## src/rtl/ring_pos_pkg.sv

```systemverilog
package ring_pos_pkg;
  typedef enum logic [1:0] {SEL_LEN = 2'd0, SEL_CNT = 2'd1, SEL_NBC = 2'd2, SEL_NST = 2'd3} regSel_e;

  typedef struct packed {
    logic ldInit;
    logic wrLen;
    logic wrCnt;
    logic wrNbc;
    logic wrNst;
    logic step;
    logic rdEn;
  } ringStrobes_t;
endpackage

```

## src/rtl/ring_pos_ctrl.sv

```systemverilog
module ring_pos_ctrl
  import ring_pos_pkg::*;
(
  input  logic         stopCtl,
  input  logic         suspendCtl,
  input  logic         hostWr,
  input  logic         hostRd,
  input  logic [1:0]   hostSel,
  input  logic         initLoad,
  input  logic         advance,
  output ringStrobes_t strb
);
  logic       accessOk;
  logic [3:0] wrVec;

  assign accessOk = stopCtl | suspendCtl;

  // one-hot write decode, only when the engine is idle
  always_comb begin
    wrVec = '0;
    if (hostWr && accessOk) wrVec[hostSel] = 1'b1;
  end

  always_comb begin
    strb        = '0;
    strb.ldInit = initLoad;
    strb.wrLen  = wrVec[SEL_LEN];
    strb.wrCnt  = wrVec[SEL_CNT];
    strb.wrNbc  = wrVec[SEL_NBC];
    strb.wrNst  = wrVec[SEL_NST];
    strb.step   = advance;
    strb.rdEn   = hostRd & accessOk;
  end
endmodule

```

## src/rtl/ring_pos_dp.sv

```systemverilog
module ring_pos_dp
  import ring_pos_pkg::*;
#(
  parameter int CNT_W      = 16,
  parameter int NBC_W      = 12,
  parameter int ADDR_W     = 32,
  parameter int DATA_W     = 32,
  parameter int DESC_SHIFT = 4
) (
  input  logic              clk,
  input  logic              rstN,
  input  ringStrobes_t      strb,
  input  logic [1:0]        hostSel,
  input  logic [CNT_W-1:0]  wrData,
  input  logic [CNT_W-1:0]  initLen,
  input  logic [ADDR_W-1:0] ringBase,
  output logic [DATA_W-1:0] hostRdata,
  output logic [CNT_W-1:0]  descIndex,
  output logic [ADDR_W-1:0] descAddr,
  output logic [CNT_W-1:0]  cntQ,
  output logic [CNT_W-1:0]  lenQ
);
  localparam int PAD_CNT = DATA_W - CNT_W;
  localparam int PAD_NBC = DATA_W - NBC_W;

  logic [NBC_W-1:0]  nbcQ;
  logic [CNT_W-1:0]  nstQ;
  logic [DATA_W-1:0] rdMux;

  // ring state carries no reset: it survives every reset
  always_ff @(posedge clk) begin
    if (strb.ldInit)     lenQ <= initLen;
    else if (strb.wrLen) lenQ <= wrData;
  end

  always_ff @(posedge clk) begin
    if (strb.ldInit)     cntQ <= initLen;
    else if (strb.wrCnt) cntQ <= wrData;
    else if (strb.step)  cntQ <= (cntQ == '0) ? lenQ : cntQ + 1'b1;
  end

  always_ff @(posedge clk) begin
    if (strb.wrNbc) nbcQ <= wrData[NBC_W-1:0];
    if (strb.wrNst) nstQ <= wrData;
  end

  always_comb begin
    unique case (regSel_e'(hostSel))
      SEL_LEN: rdMux = {{PAD_CNT{1'b0}}, lenQ};
      SEL_CNT: rdMux = {{PAD_CNT{1'b0}}, cntQ};
      SEL_NBC: rdMux = {{PAD_NBC{1'b0}}, nbcQ};
      default: rdMux = {{PAD_CNT{1'b0}}, nstQ};
    endcase
  end

  always_ff @(posedge clk) begin
    if (!rstN)          hostRdata <= '0;
    else if (strb.rdEn) hostRdata <= rdMux;
    else                hostRdata <= '0;
  end

  assign descIndex = cntQ - lenQ;
  assign descAddr  = ringBase + (ADDR_W'(descIndex) << DESC_SHIFT);
endmodule

```

## src/rtl/ring_pos_tracker.sv

```systemverilog
module ring_pos_tracker
  import ring_pos_pkg::*;
#(
  parameter int CNT_W      = 16,
  parameter int NBC_W      = 12,
  parameter int ADDR_W     = 32,
  parameter int DATA_W     = 32,
  parameter int DESC_SHIFT = 4
) (
  input  logic              clk,
  input  logic              rstN,
  input  logic              stopCtl,
  input  logic              suspendCtl,
  input  logic              hostWr,
  input  logic              hostRd,
  input  logic [1:0]        hostSel,
  input  logic [DATA_W-1:0] hostWdata,
  output logic [DATA_W-1:0] hostRdata,
  input  logic              initLoad,
  input  logic [CNT_W-1:0]  initLen,
  input  logic              advance,
  input  logic [ADDR_W-1:0] ringBase,
  output logic [CNT_W-1:0]  descIndex,
  output logic [ADDR_W-1:0] descAddr
);
  ringStrobes_t     strb;
  logic [CNT_W-1:0] cntVal;
  logic [CNT_W-1:0] lenVal;

  ring_pos_ctrl uCtrl (
    .stopCtl(stopCtl), .suspendCtl(suspendCtl), .hostWr(hostWr), .hostRd(hostRd),
    .hostSel(hostSel), .initLoad(initLoad), .advance(advance), .strb(strb)
  );

  ring_pos_dp #(
    .CNT_W(CNT_W), .NBC_W(NBC_W), .ADDR_W(ADDR_W), .DATA_W(DATA_W), .DESC_SHIFT(DESC_SHIFT)
  ) uDp (
    .clk(clk), .rstN(rstN), .strb(strb), .hostSel(hostSel), .wrData(hostWdata[CNT_W-1:0]),
    .initLen(initLen), .ringBase(ringBase), .hostRdata(hostRdata), .descIndex(descIndex),
    .descAddr(descAddr), .cntQ(cntVal), .lenQ(lenVal)
  );
endmodule

```

## config.mk

```make
export PLATFORM = sky130hd
export DESIGN_NAME = ring_pos_tracker
export DESIGN_NICKNAME = d
export VERILOG_FILES = /design/src/rtl/ring_pos_pkg.sv /design/src/rtl/ring_pos_ctrl.sv /design/src/rtl/ring_pos_dp.sv /design/src/rtl/ring_pos_tracker.sv
export SDC_FILE = /design/constraint.sdc
export NUM_CORES = 1
export LEC_CHECK = 0
export ABC_AREA = 1
export BUFFER_PORTS_ARGS = -buffer_cell sky130_fd_sc_hd__buf_2
export CAP_MARGIN = 30
export CORE_ASPECT_RATIO = 1.25
export CORE_MARGIN = 1
export CORE_UTILIZATION = 24
export DETAILED_ROUTE_END_ITERATION = 7
export GPL_TIMING_DRIVEN = 0
export MAX_ROUTING_LAYER = met4
export PLACE_DENSITY_LB_ADDON = 0.08
export SKIP_CTS_REPAIR_TIMING = 1
export SYNTH_ARGS = -nofsm -noshare
export SYNTH_HDL_FRONTEND = slang
export SYNTH_SLANG_ARGS = --single-unit
```

## constraint.sdc

```tcl
create_clock -name clk -period 4 [get_ports clk]
set_clock_uncertainty 0.1 [all_clocks]
set_input_delay 0 -clock clk [delete_from_list [all_inputs] [get_ports clk]]
set_output_delay 0 -clock clk [all_outputs]
set_load 0.005 [all_outputs]
```

* After elaboration in Yosys (flattened, before gate mapping) *
Cells that the tools add are included.

word-level totals
  word-level logic and storage cells = 31
  output and inout bits = 80
  flip-flop bits (word level) = 92
  bits of input ports = 90

operators by class
  magnitude comparators = 2
  bitwise gates (word level) = 2
  reduce and logical (&&, ||, !) cells = 7
  equality and inequality tests = 2
  add/subtract/negate cells = 3
  muxes and demuxes = 10

operators with widths
  operator                                                                       number
  16-bit two-way mux                                                             6
  16-bit case mux with 3 select lines                                            1
  32-bit by 20-bit adder with 32-bit output                                      1
  16-bit by 1-bit adder with 16-bit output (second input constant)               1
  16-bit zero test                                                               1
  16-bit subtractor                                                              1
  4-bit two-way mux                                                              1
  2-bit by 3-bit less-than comparator with 1-bit output (second input constant)  1
  3-bit nonzero test                                                             1
  1-bit demux with 2-bit select                                                  1
  2-bit by 1-bit equality test with 1-bit output (second input constant)         1
  2-bit equality test (second input constant)                                    1
  2-bit by 1-bit >= comparator with 1-bit output (second input constant)         1
  1-bit logical AND                                                              2
  2-bit zero test                                                                1
  2-bit AND reduction                                                            1
  2-bit nonzero test                                                             1
  1-bit AND                                                                      1
  1-bit two-way mux                                                              1
  1-bit OR                                                                       1

* Depth between registers and ports, before layout *
Gate-level depths: netlist (run 1).

  word-level depth = 7
  gate-level depth with buffers = 23
  mapped depth without buffers = 23

* Cells and area by module *
Synthesis (run 1) repeated with hierarchy kept, for this count alone.

second synthesis, totals
  cell total of the unflattened synthesis = 936
  area total of the unflattened synthesis = 6,398.6 um^2

by module, submodules not included
  module         sequential area each (um^2)  times used  area each (um^2)  cells an instance
  ring_pos_dp    2,122.0                      1           6,329.8           922
  ring_pos_ctrl  0.0                          1           68.8              14

* Worst setup path after synthesis (run 1) *
No wires, ideal clock.

  kind = register to output
  start point = register uDp.cntQ[0]
  end point = output port descAddr[28]
  data required time = 3,900 ps
  stages on the path, launching flop included = 20
  buffers on the path = 0
  path slack = 1,163 ps
  data arrival time = 2,737 ps
  cell sequence = edfxtp_1 inv_1 ha_1 inv_1 fa_1 nand2_1 nand2_1 and2_1 nand3_1 nand3_1 xor2_1 ha_1 nand2_1 nor2_1 inv_1 nor3_2 nand2_1 nand2_1 nand3_1 nand2_1

on the way
  cells in the longest elaborated chain, start to end = 2

ends and longest elaborated chain
  item                                       RTL line                source
  start: declaration                         ring_pos_dp.sv:20       output logic [CNT_W-1:0] cntQ,
  start signal: assignment                   ring_pos_dp.sv:37       if (strb.ldInit) cntQ <= initLen;
  start signal: assignment                   ring_pos_dp.sv:38       else if (strb.wrCnt) cntQ <= wrData;
  start signal: assignment                   ring_pos_dp.sv:39       else if (strb.step) cntQ <= (cntQ == '0) ? lenQ : cntQ + 1'b1;
  16-bit subtractor                          ring_pos_dp.sv:62       assign descIndex = cntQ - lenQ;
  named net descIndex[12]                    ring_pos_tracker.sv:23  output logic [CNT_W-1:0] descIndex,
  32-bit by 20-bit adder with 32-bit output  ring_pos_dp.sv:63       assign descAddr = ringBase + (ADDR_W'(descIndex) << DESC_SHIFT);
  end: declaration                           ring_pos_tracker.sv:24  output logic [ADDR_W-1:0] descAddr

The timed path passes the listed nets, and every way through them passes these cells.

* Final worst setup path (run 1) *
  start point = register uDp.cntQ[0]
  end point = output port descAddr[29]

on the way
  cells in the longest elaborated chain, start to end = 2

ends and longest elaborated chain
  item                                       RTL line
  16-bit subtractor                          ring_pos_dp.sv:62
  32-bit by 20-bit adder with 32-bit output  ring_pos_dp.sv:63

No other way between the ends.

==> flow_metrics.py, run 1 <==
metrics = {
    "critical_path": {
        "critPathKind": "flop to output port",
        "r2r-end": "uDp.cntQ[0]",
        "critPathSlowestCell": "fa_1",
        "r2r-start": "uDp.cntQ[1]",
        "rrSetupSlack_ps": 1770,
        "crit_fanout": 5,
        "cp-start-kind": "flop",
        "worstPathArrival_ps": 3620,
        "reg2regPathDepth": 9,
        "cp_slowest_stage_delay_ps": 440,
        "crit_required_ps": 3900,
        "worstPathCellList": "inv_2, ha_1, inv_1, fa_1, nand2_1, nand2_1, and2_1, a21oi_1, xnor2_1, ha_1, nand2_1, nor2_2, nand3_1, nand3_1, nand2_1, nand2_1, nand2_1, nand2_1, buf_2",
        "cp-end-kind": "output port",
        "cp_common_cell": "nand2_1",
    },
    "grt": {
        "grt_usage_pct": 16.93,
        "grt_max_degree": 17,
        "gr-total-overflow": 0,
        "grt_antenna_before_repair": 0,
        "grt_pass1_vias": 6108,
        "grt_pass1_wl_um": 33790,
    },
    "yosys": {
        "syn_inst": 923,
        "synth-warning-count": 0,
        "synth_flop_cell": "edfxtp_1",
        "synth.avg_cell_area_um2": 6.899,
        "yosys.cell_types.count": 40,
        "synth_seq_cells": 76,
        "synth_most_common_cell": "nand2_1",
        "synth_common_cells": "nand2_1, inv_1, nand3_1",
        "yosysTopAreaCell": "edfxtp_1",
        "netlist_top_cells_area": "edfxtp_1, nand2_1, inv_1",
        "postSynth.asyncResetShare_pct": 0,
        "synth_area_um2": 6367,
        "synth_top_area_share_pct": 28.30,
        "seq_area_frac_synth_pct": 33.33,
        "synth-edff-count": 60,
    },
    "hold_path": {
        "hold_path_class": "input pin to flop",
        "hp-start": "initLoad",
        "min_to": "uDp.lenQ[5]",
        "worstHoldPathCells": 3,
    },
    "die": {
        "die_x_um": 147.7,
        "ios": 170,
        "die_h_um": 184.1,
        "design.die.area_um2": 27190,
        "start_util_pct": 24.48,
        "coreArea_um2": 26010,
        "fp-row-count": 66,
    },
    "timing": {
        "tns_ps": 0,
        "period_needed_ps": 3718,
        "finalCritPeriodShare_pct": 92.94,
        "rsz0062_at_grt": "false",
        "setup_viol": 0,
        "slew_headroom_pct": 42.15,
        "finalHoldViolCount": 0,
        "drv_slew": 0,
        "clock.fmax_mhz": 269.0,
        "tightest_slew_ps": 866.9,
    },
    "clock_network": {
        "htreeDepth": 3,
        "clock_sinks": 76,
        "clk_latency_ps": 350,
        "clockBufferDepth": 2,
        "cts_tree": "done",
        "cts-root-buf": "clkbuf_16",
        "cts_made_buffers": 9,
        "clkSlewWorstSetupHoldPaths_ps": 60,
    },
    "final_layout": {
        "layout-drive-gt1-share_pct": 19.64,
        "area_growth_pct": 29.16,
        "num_antenna_cells": 0,
        "multi_input_area_um2": 3557,
        "regArea_um2": 2122,
        "nets": 1242,
        "nFillCells": 2936,
        "stdcell_count": 1460,
    },
    "placement": {
        "dp.cells": 1412,
        "routabilityCongestion": 0.8932,
        "dp_hpwl_um": 19140,
        "io_buffers": 132,
    },
    "status": {
        "status": "complete, no violations",
    },
    "routing": {
        "first_pass_iters": 4,
        "drt_iter0_markers": 238,
        "drc_errors": 0,
        "postRouteAntennaNets": 0,
        "drt_wl_total_um": 22430,
        "vias_per_cell": 4.335,
        "vias": 6329,
        "wl_per_cell_um": 15.37,
    },
    "power": {
        "ir_drop_uv": 258.6,
        "p_leak_nw": 4.288,
        "finalPower_mw": 3.973,
        "p_per_area_nw_per_um2": 483.1,
    },
    "flow_run": {
        "cap_violations": 0,
    },
}
==> layer usage <==
metal / vias to the layer above / part of all wire [%] / track usage, %
met5: - / 0 / -
met4: 0 / 2.8 / 6.887
met3: 26 / 3.6 / 1.708
met2: 167 / 53 / 31.64
met1: 2802 / 41 / 18.14
li1: 3334 / - / -
==> worst max-delay path, delay by kind of cell, from the launching register on <==
family | cells | cell delay (ps)
buffers and inverters | 3 | 300
and+or+nand+nor | 11 | 1280
DFF | 1 | 430
AOI/OAI and AO/OA | 1 | 160
adders and majority gates | 3 | 960
xor gates and xnor gates | 1 | 130
==> layout by cell type (no fill, tap or decap), types with 2 or more instances in the layout <==
cell type / n
o21ai_1: 2
or2_2: 6
nand4_1: 19
buf_6: 5
clkbuf_1: 3
xor2_1: 28
nand2_1: 295
clkinv_2: 3
o211ai_1: 13
nand3_1: 80
fa_1: 2
inv_1: 139
nor2_2: 11
o21ai_0: 26
nand3b_1: 5
bufinv_16: 2
clkbuf_16: 9
xor2_2: 2
ha_1: 34
buf_4: 21
a21oi_1: 31
and2_1: 2
nor2_1: 68
buf_2: 141
dfxtp_1: 16
o21ai_2: 2
nor3_1: 7
dlygate4sd3_1: 32
inv_2: 8
edfxtp_1: 60
conb_1: 16
nand2_2: 2
o221ai_1: 13
==> registers in the layout, summed over array words and instances (netlist names) <==
name / cells
uDp.lenQ: 16
uDp.nstQ: 16
uDp.nbcQ: 12
uDp.cntQ: 16
uDp.hostRdata: 16
==> through the flow <==
| stage | cell area [µm²] | util (%) | setup slack, ps | hold slack, ps |
|---|---|---|---|---|
| 2_1_floorplan | 6424 | - | 1163 | -19.18 |
| 3_3_place_gp | 7510 | 28.87 | 431.3 | 66.90 |
| 3_5_place_dp | 7538 | 28.98 | 464.9 | 69.22 |
| 4_1_cts | 7855 | 30.20 | 69.69 | -258.4 |
| 5_1_grt | 8224 | 31.62 | 2.542 | 40.65 |
| 6_report | 8224 | 31.62 | 282.4 | 19.60 |
==> how the worst max path moves through the flow <==
stage	from	to	slack, ps	cells past startpoint
2_1_floorplan	uDp.cntQ[0]	descAddr[28]	1160	19
3_3_place_gp	uDp.cntQ[9]	descAddr[28]	430	16
3_5_place_dp	uDp.cntQ[9]	descAddr[28]	460	16
4_1_cts	uDp.cntQ[9]	descAddr[28]	70	16
5_1_grt	uDp.cntQ[0]	descAddr[29]	3	19
6_report	uDp.cntQ[0]	descAddr[29]	280	19
==> report_power, final <==
group,internal (mW),switching [mW]
Sequential,0.929,0.0508
Combinational,0.777,1.33
Clock,0.544,0.339
==> cell type report <==
cell class	count	share of cell area (%)
repair buffers	166	12.20
clock buffers	9	2.738
multi-input cells	679	43.25
plain buffers	36	3.012
inverters	147	6.709
flip-flops and latches	76	25.80
well taps	340	5.173
clock inverters	7	1.111
==> cell families after synthesis <==
logic type | count (synthesis) | synth area share (%)
compound gates | 93 | 8.882
xor+xnor | 31 | 4.264
flops | 76 | 33.33
other cells | 1 | 0.05889
fa+ha+maj | 37 | 7.506
buf+inv | 183 | 12.56
simple gates | 502 | 33.41
Note: power is estimated with default switching activity, not from simulation.
==> run 2: changes to the inputs <==
BUFFER_PORTS_ARGS = unset   (was -buffer_cell sky130_fd_sc_hd__buf_2)
DONT_BUFFER_PORTS = 1   (was unset)
SYNTH_HIERARCHICAL = 1   (was unset)
==> run 2 against run 1 <==
Hold slack worse by 41 ps. Largest power group unchanged. Core utilization is 2.0 points lower. The run now ends with negative hold slack left. Synthesized area is 0.49% higher. Largest cell class unchanged. Critical endpoint is now descAddr[16]. Cell count is 7.6% lower. Register-to-register slack better by 100 ps. Final area is 6.1% lower.
==> flow_metrics.py, run 2 <==
metrics = {
    "status": {
        "status": "finished, violations left",
        "violations": "negative hold slack",
    },
    "grt": {
        "grt_max_degree": 17,
        "grt_pass1_vias": 5718,
        "met1_usage_pct": 17.64,
        "grt_pass1_wl_um": 32530,
        "gr-total-overflow": 0,
        "top_usage_layer": "met2",
        "grt_usage_pct": 16.36,
        "gr-usage-met3_pct": 2.129,
        "met2_usage_pct": 30.70,
        "grt_antenna_before_repair": 0,
    },
    "die": {
        "start_util_pct": 24.52,
        "die_x_um": 148.0,
        "die_h_um": 184.6,
        "fp-row-count": 66,
        "coreArea_um2": 26100,
        "design.die.area_um2": 27320,
        "ios": 170,
    },
    "final_layout": {
        "final_cell_mix": "nand2_1, inv_1, nand3_1",
        "final_common_cell": "nand2_1",
        "nFillCells": 2991,
        "layout-drive-gt1-share_pct": 9.019,
        "area_growth_pct": 20.67,
        "nets": 1130,
        "multi_input_area_um2": 3568,
        "num_antenna_cells": 0,
        "regArea_um2": 2122,
    },
    "critical_path": {
        "cp_common_cell": "nand2_1",
        "cp-end-kind": "output port",
        "cp_slowest_stage_delay_ps": 470,
        "worstPathArrival_ps": 3540,
        "cp-start-kind": "flop",
        "critPathSlowestCell": "edfxtp_1",
        "worstPathCellList": "ha_1, nand2_1, o21ai_1, nand2_1, nand2_1, xor2_1, ha_1, nand2_1, nor2_1, nand3_1, nand2_1, nand2_1, nand2_1, xor2_1",
        "rrSetupSlack_ps": 1870,
        "cp-endpoint": "descAddr[16]",
        "critPathLaunch": "uDp/cntQ[2]",
        "r2r-end": "uDp/cntQ[1]",
        "crit_required_ps": 3900,
        "r2r-start": "uDp/cntQ[1]",
        "reg2regPathDepth": 9,
        "critPathKind": "flop to output port",
        "crit_fanout": 5,
    },
    "yosys": {
        "netlist_top_cells_area": "edfxtp_1, nand2_1, inv_1",
        "synth.avg_cell_area_um2": 6.836,
        "postSynth.asyncResetShare_pct": 0,
        "synth_top_area_share_pct": 28.16,
        "synth_area_um2": 6399,
        "synth-warning-count": 6,
        "synth_seq_cells": 76,
        "synth_most_common_cell": "nand2_1",
        "yosys.cell_types.count": 40,
        "yosysTopAreaCell": "edfxtp_1",
        "syn_inst": 936,
        "synth_flop_cell": "edfxtp_1",
        "synth_common_cells": "nand2_1, inv_1, nand3_1",
        "seq_area_frac_synth_pct": 33.16,
        "synth-edff-count": 60,
    },
    "timing": {
        "period_needed_ps": 3640,
        "drv_slew": 0,
        "fin_hold_ws_ps": -21.58,
        "finalHoldViolCount": 4,
        "finalCritPeriodShare_pct": 90.99,
        "setup_viol": 0,
        "rsz0062_at_grt": "false",
        "clock.fmax_mhz": 274.8,
        "tightest_slew_ps": 689.8,
        "tns_ps": 0,
        "slew_headroom_pct": 54.01,
    },
    "placement": {
        "routabilityCongestion": 0.8443,
        "dp_hpwl_um": 18400,
        "io_buffers": 0,
    },
    "clock_network": {
        "cts-root-buf": "clkbuf_16",
        "cts_made_buffers": 9,
        "clkSlewWorstSetupHoldPaths_ps": 60,
        "clock_sinks": 76,
        "clockBufferDepth": 2,
        "cts_tree": "done",
        "clk_latency_ps": 340,
        "htreeDepth": 3,
    },
    "power": {
        "ir_drop_uv": 280.9,
        "p_leak_nw": 3.863,
        "finalPower_mw": 3.566,
        "p_per_area_nw_per_um2": 461.8,
    },
    "routing": {
        "first_pass_iters": 5,
        "vias_per_cell": 4.340,
        "drt_iter0_markers": 241,
        "wl_per_cell_um": 15.96,
        "drt_wl_total_um": 21530,
        "drc_errors": 0,
        "vias": 5855,
        "postRouteAntennaNets": 0,
    },
    "flow_run": {
        "cap_violations": 0,
    },
    "hold_path": {
        "hold_path_class": "input pin to flop",
        "hp-start": "rstN",
    },
}
-- run 2: cell count changes after synthesis, sizes merged, moves of 2 or more --
cell | previous run | this run
or2 | 7 | 3
inv | 147 | 163
o21bai | 1 | 3
o221ai | 13 | 9
o211ai | 13 | 16
a31oi | 0 | 2
nand3 | 81 | 83
a21oi | 32 | 17
nand3b | 5 | 3
nor3 | 8 | 11
nand2 | 298 | 311
-- run 2: stage by stage --
stage / setup slack (ps) / util, % / area [µm²] / instances
CTS: -6.177 / 27.68 / 7223 / 1309
finish: 360.4 / 29.59 / 7721 / 1349
global placement: 341.8 / 26.37 / 6880 / 1291
floorplan: 1069 / - / 6455 / 951
global route: 36.16 / 29.59 / 7721 / 1349
detailed placement: 372.1 / 26.46 / 6905 / 1293
-- run 2: layer usage --
layer  routed length, µm  share of wire (%)  vias up
li1                    -                  -     3093
met1                8780                 41     2596
met2               11480                 53      147
met3                 862                4.0       19
met4                 401                1.9        0
met5                   0                  0        -
-- run 2: layout make-up --
| type | instances | share of cell area [%] |
|---|---|---|
| Tap cell | 340 | 5.510 |
| Timing Repair Buffer | 42 | 5.477 |
| Clock inverter | 6 | 1.151 |
| Sequential cell | 76 | 27.48 |
| Inverter | 164 | 7.973 |
| Buffer | 36 | 3.225 |
| Multi-Input combinational cell | 675 | 46.22 |
| Clock buffer | 10 | 2.965 |
-- run 2: critical path, delay by kind of cell (launching register included) --
kind	cells	cell delay (ps)
AND/OR/NAND/NOR	9	1130
AO/OA/AOI/OAI	1	270
XOR/XNOR	2	650
adder cells (fa/ha/maj)	2	690
flip-flops	1	470
-- run 2: worst min path at each step --
stage	cells after the start	slack, ps	to
floorplan	1	-20	descAddr[0]
global placement	1	-20	descAddr[3]
detailed placement	1	-20	descAddr[2]
CTS	0	-360	uDp/nstQ[7]
global route	4	4	uDp/hostRdata[3]
finish	4	-20	uDp/hostRdata[2]
-- run 2: where the power goes --
part           total (mW)  leakage [nW]  switching, mW  internal [mW]
Combinational        1.72          3.01           1.17          0.546
Clock               0.876         0.149          0.330          0.547
Sequential          0.974         0.710         0.0473          0.927
Total                3.57          3.86           1.55           2.02
-- run 2: cells by family (layout without fill, tap and decap cells) --
| logic type | count (synthesis) | in the layout | share of synthesized area, % |
|---|---|---|---|
| other | 1 | 16 | 0.05861 |
| adders and majority gates | 36 | 36 | 7.274 |
| DFF | 76 | 76 | 33.16 |
| AOI/OAI and AO/OA | 81 | 81 | 7.919 |
| and+or+nand+nor | 511 | 511 | 33.83 |
| buffers and inverters | 200 | 258 | 13.51 |
| xor gates and xnor gates | 31 | 31 | 4.243 |
==> run 3: changes to the inputs <==
clock period = 4.39 ns   (was 4 ns; I/O delays follow)
==> run 3 against run 2 <==
The run still ends with negative hold slack left. Largest cell class unchanged. First-iteration DRC count shrank 11%. Final area shrank 1.3%. Highest routed layer unchanged. Sequential share of layout area rose by 0.35 points.
==> flow_metrics.py, run 3 (same netlist as run 2, synthesis figures left out) <==
metrics = {
    "routing": {
        "vias_per_cell": 4.368,
        "wl_met2_um": 11490,
        "drt_iter0_markers": 214,
        "topRoutingLayerUsed": "met4",
        "wl_met1_um": 8690,
        "drt_wl_total_um": 21540,
        "postRouteAntennaNets": 0,
        "vias": 5892,
        "wl_per_cell_um": 15.96,
        "drc_errors": 0,
        "met3WireLength_um": 945,
        "first_pass_iters": 7,
    },
    "clock_network": {
        "cts-root-buf": "clkbuf_16",
        "htreeDepth": 3,
        "clkSlewWorstSetupHoldPaths_ps": 60,
        "clock_sinks": 76,
        "cts_made_buffers": 9,
        "clk_latency_ps": 340,
        "cts_tree": "done",
        "clockBufferDepth": 2,
    },
    "die": {
        "die_x_um": 148.0,
        "design.die.area_um2": 27320,
        "ios": 170,
        "start_util_pct": 24.52,
        "coreArea_um2": 26100,
        "fp-row-count": 66,
        "die_h_um": 184.6,
    },
    "power": {
        "ir_drop_uv": 253.1,
        "p_leak_nw": 3.856,
        "internal_power_mw": 1.812,
        "comb_power_share_pct": 47.1,
        "clock_power_share_pct": 25.0,
        "sequentialPowerShare_pct": 27.8,
        "p_sw_share_pct": 43.18,
        "power_switching_mw": 1.377,
        "p_per_area_nw_per_um2": 418.2,
    },
    "timing": {
        "clock.fmax_mhz": 256.4,
        "period_needed_ps": 3900,
        "setup_viol": 0,
        "rsz0062_at_grt": "false",
        "finalCritPeriodShare_pct": 88.85,
        "tightest_slew_ps": 685.3,
        "tns_ps": 0,
        "slew_headroom_pct": 54.31,
        "fin_hold_ws_ps": -26.04,
        "drv_slew": 0,
        "finalHoldViolCount": 5,
    },
    "grt": {
        "grt_max_degree": 17,
        "grt_pass1_vias": 5718,
        "grt_pass1_wl_um": 32530,
        "grt_usage_pct": 16.36,
        "gr-total-overflow": 0,
        "grt_antenna_before_repair": 0,
    },
    "placement": {
        "dp.cells": 1293,
        "routabilityCongestion": 0.8443,
        "dp_hpwl_um": 18400,
        "io_buffers": 0,
    },
    "critical_path": {
        "cp-start-kind": "flop",
        "worstPathArrival_ps": 3800,
        "critPathSlowestCell": "fa_1",
        "critPathKind": "flop to output port",
        "cp-end-kind": "output port",
        "cp_slowest_stage_delay_ps": 390,
        "crit_required_ps": 4290,
        "worstPathCellList": "inv_1, ha_1, fa_1, nand3b_1, nand2_1, nand2_1, nand2_1, nand2_1, nand2_1, xor2_1, ha_1, nand2_1, nor2_1, nand3_1, nand3_1, nand2_1, nand2_1, nand2_1, nand2_1",
        "cp_common_cell": "nand2_1",
        "crit_fanout": 4,
    },
    "final_layout": {
        "final_common_cell": "nand2_1",
        "final_cell_mix": "nand2_1, inv_1, nand3_1",
        "stdcell_count": 1349,
        "nets": 1130,
        "layout-drive-gt1-share_pct": 7.136,
        "num_antenna_cells": 0,
        "area_growth_pct": 19.14,
    },
    "status": {
        "violations": "negative hold slack",
        "status": "finished, violations left",
    },
    "flow_run": {
        "cap_violations": 0,
    },
    "hold_path": {
        "hold_path_class": "input pin to flop",
    },
}
[run 3: cell counts in the layout (fill, tap and decap cells not counted)]
No cell type changed its count.
[run 3: final cells by class]
cell class,instances,area (µm²)
repair buffers,42,422.9
clock buffers,10,229.0
multi-input cells,675,3471
clock inverters,6,88.84
fillers,2999,18470
inverters,164,615.6
flip-flops and latches,76,2122
plain buffers,36,249.0
well taps,340,425.4
[run 3: per-stage QoR]
step | util (%) | power [mW] | hold WS [ps] | worst slack (ps) | instance area, µm²
detailed placement | 26.46 | 2.411 | -17.55 | 762.1 | 6905
global placement | 26.37 | 2.418 | -16.89 | 731.8 | 6880
floorplan | - | 1.955 | -19.18 | 1459 | 6455
finish | 29.21 | 3.188 | -26.04 | 489.5 | 7624
global route | 29.21 | 3.468 | 4.004 | 86.71 | 7624
CTS | 27.68 | 3.223 | -359.4 | 383.8 | 7223
[run 3: final timing paths]
path | end | cells past startpoint | slack, ps | startpoint
max | descAddr[22] | 19 | 490 | uDp/cntQ[0]
min | uDp/hostRdata[2] | 4 | -30 | rstN
min reg2reg | uDp/hostRdata[1] | 2 | 390 | uDp/nstQ[1]
max reg2reg | uDp/cntQ[1] | 9 | 2260 | uDp/cntQ[1]
[run 3: worst max-delay path, delay by kind of cell (launching register included)]
kind,cells,cell delay [ps]
flip-flops,1,370
XOR/XNOR,1,370
adder cells (fa/ha/maj),3,900
buffers and inverters,1,110
AND/OR/NAND/NOR,14,1700
[run 3: layer usage]
layer | GRT usage [%] | vias to the layer above
li1 | - | 3102
met1 | 17.64 | 2619
met2 | 30.70 | 150
met3 | 2.129 | 21
met4 | 5.113 | 0
met5 | - | -
[run 3: power by group through the flow]
| stage | combinational [mW] | clock [mW] | sequential (mW) |
|---|---|---|---|
| global route | 1.72 | 0.851 | 0.896 |
| CTS | 1.51 | 0.820 | 0.889 |
| global placement | 1.51 | 0 | 0.905 |
| floorplan | 1.07 | 0 | 0.889 |
| finish | 1.50 | 0.798 | 0.887 |
| detailed placement | 1.51 | 0 | 0.903 |
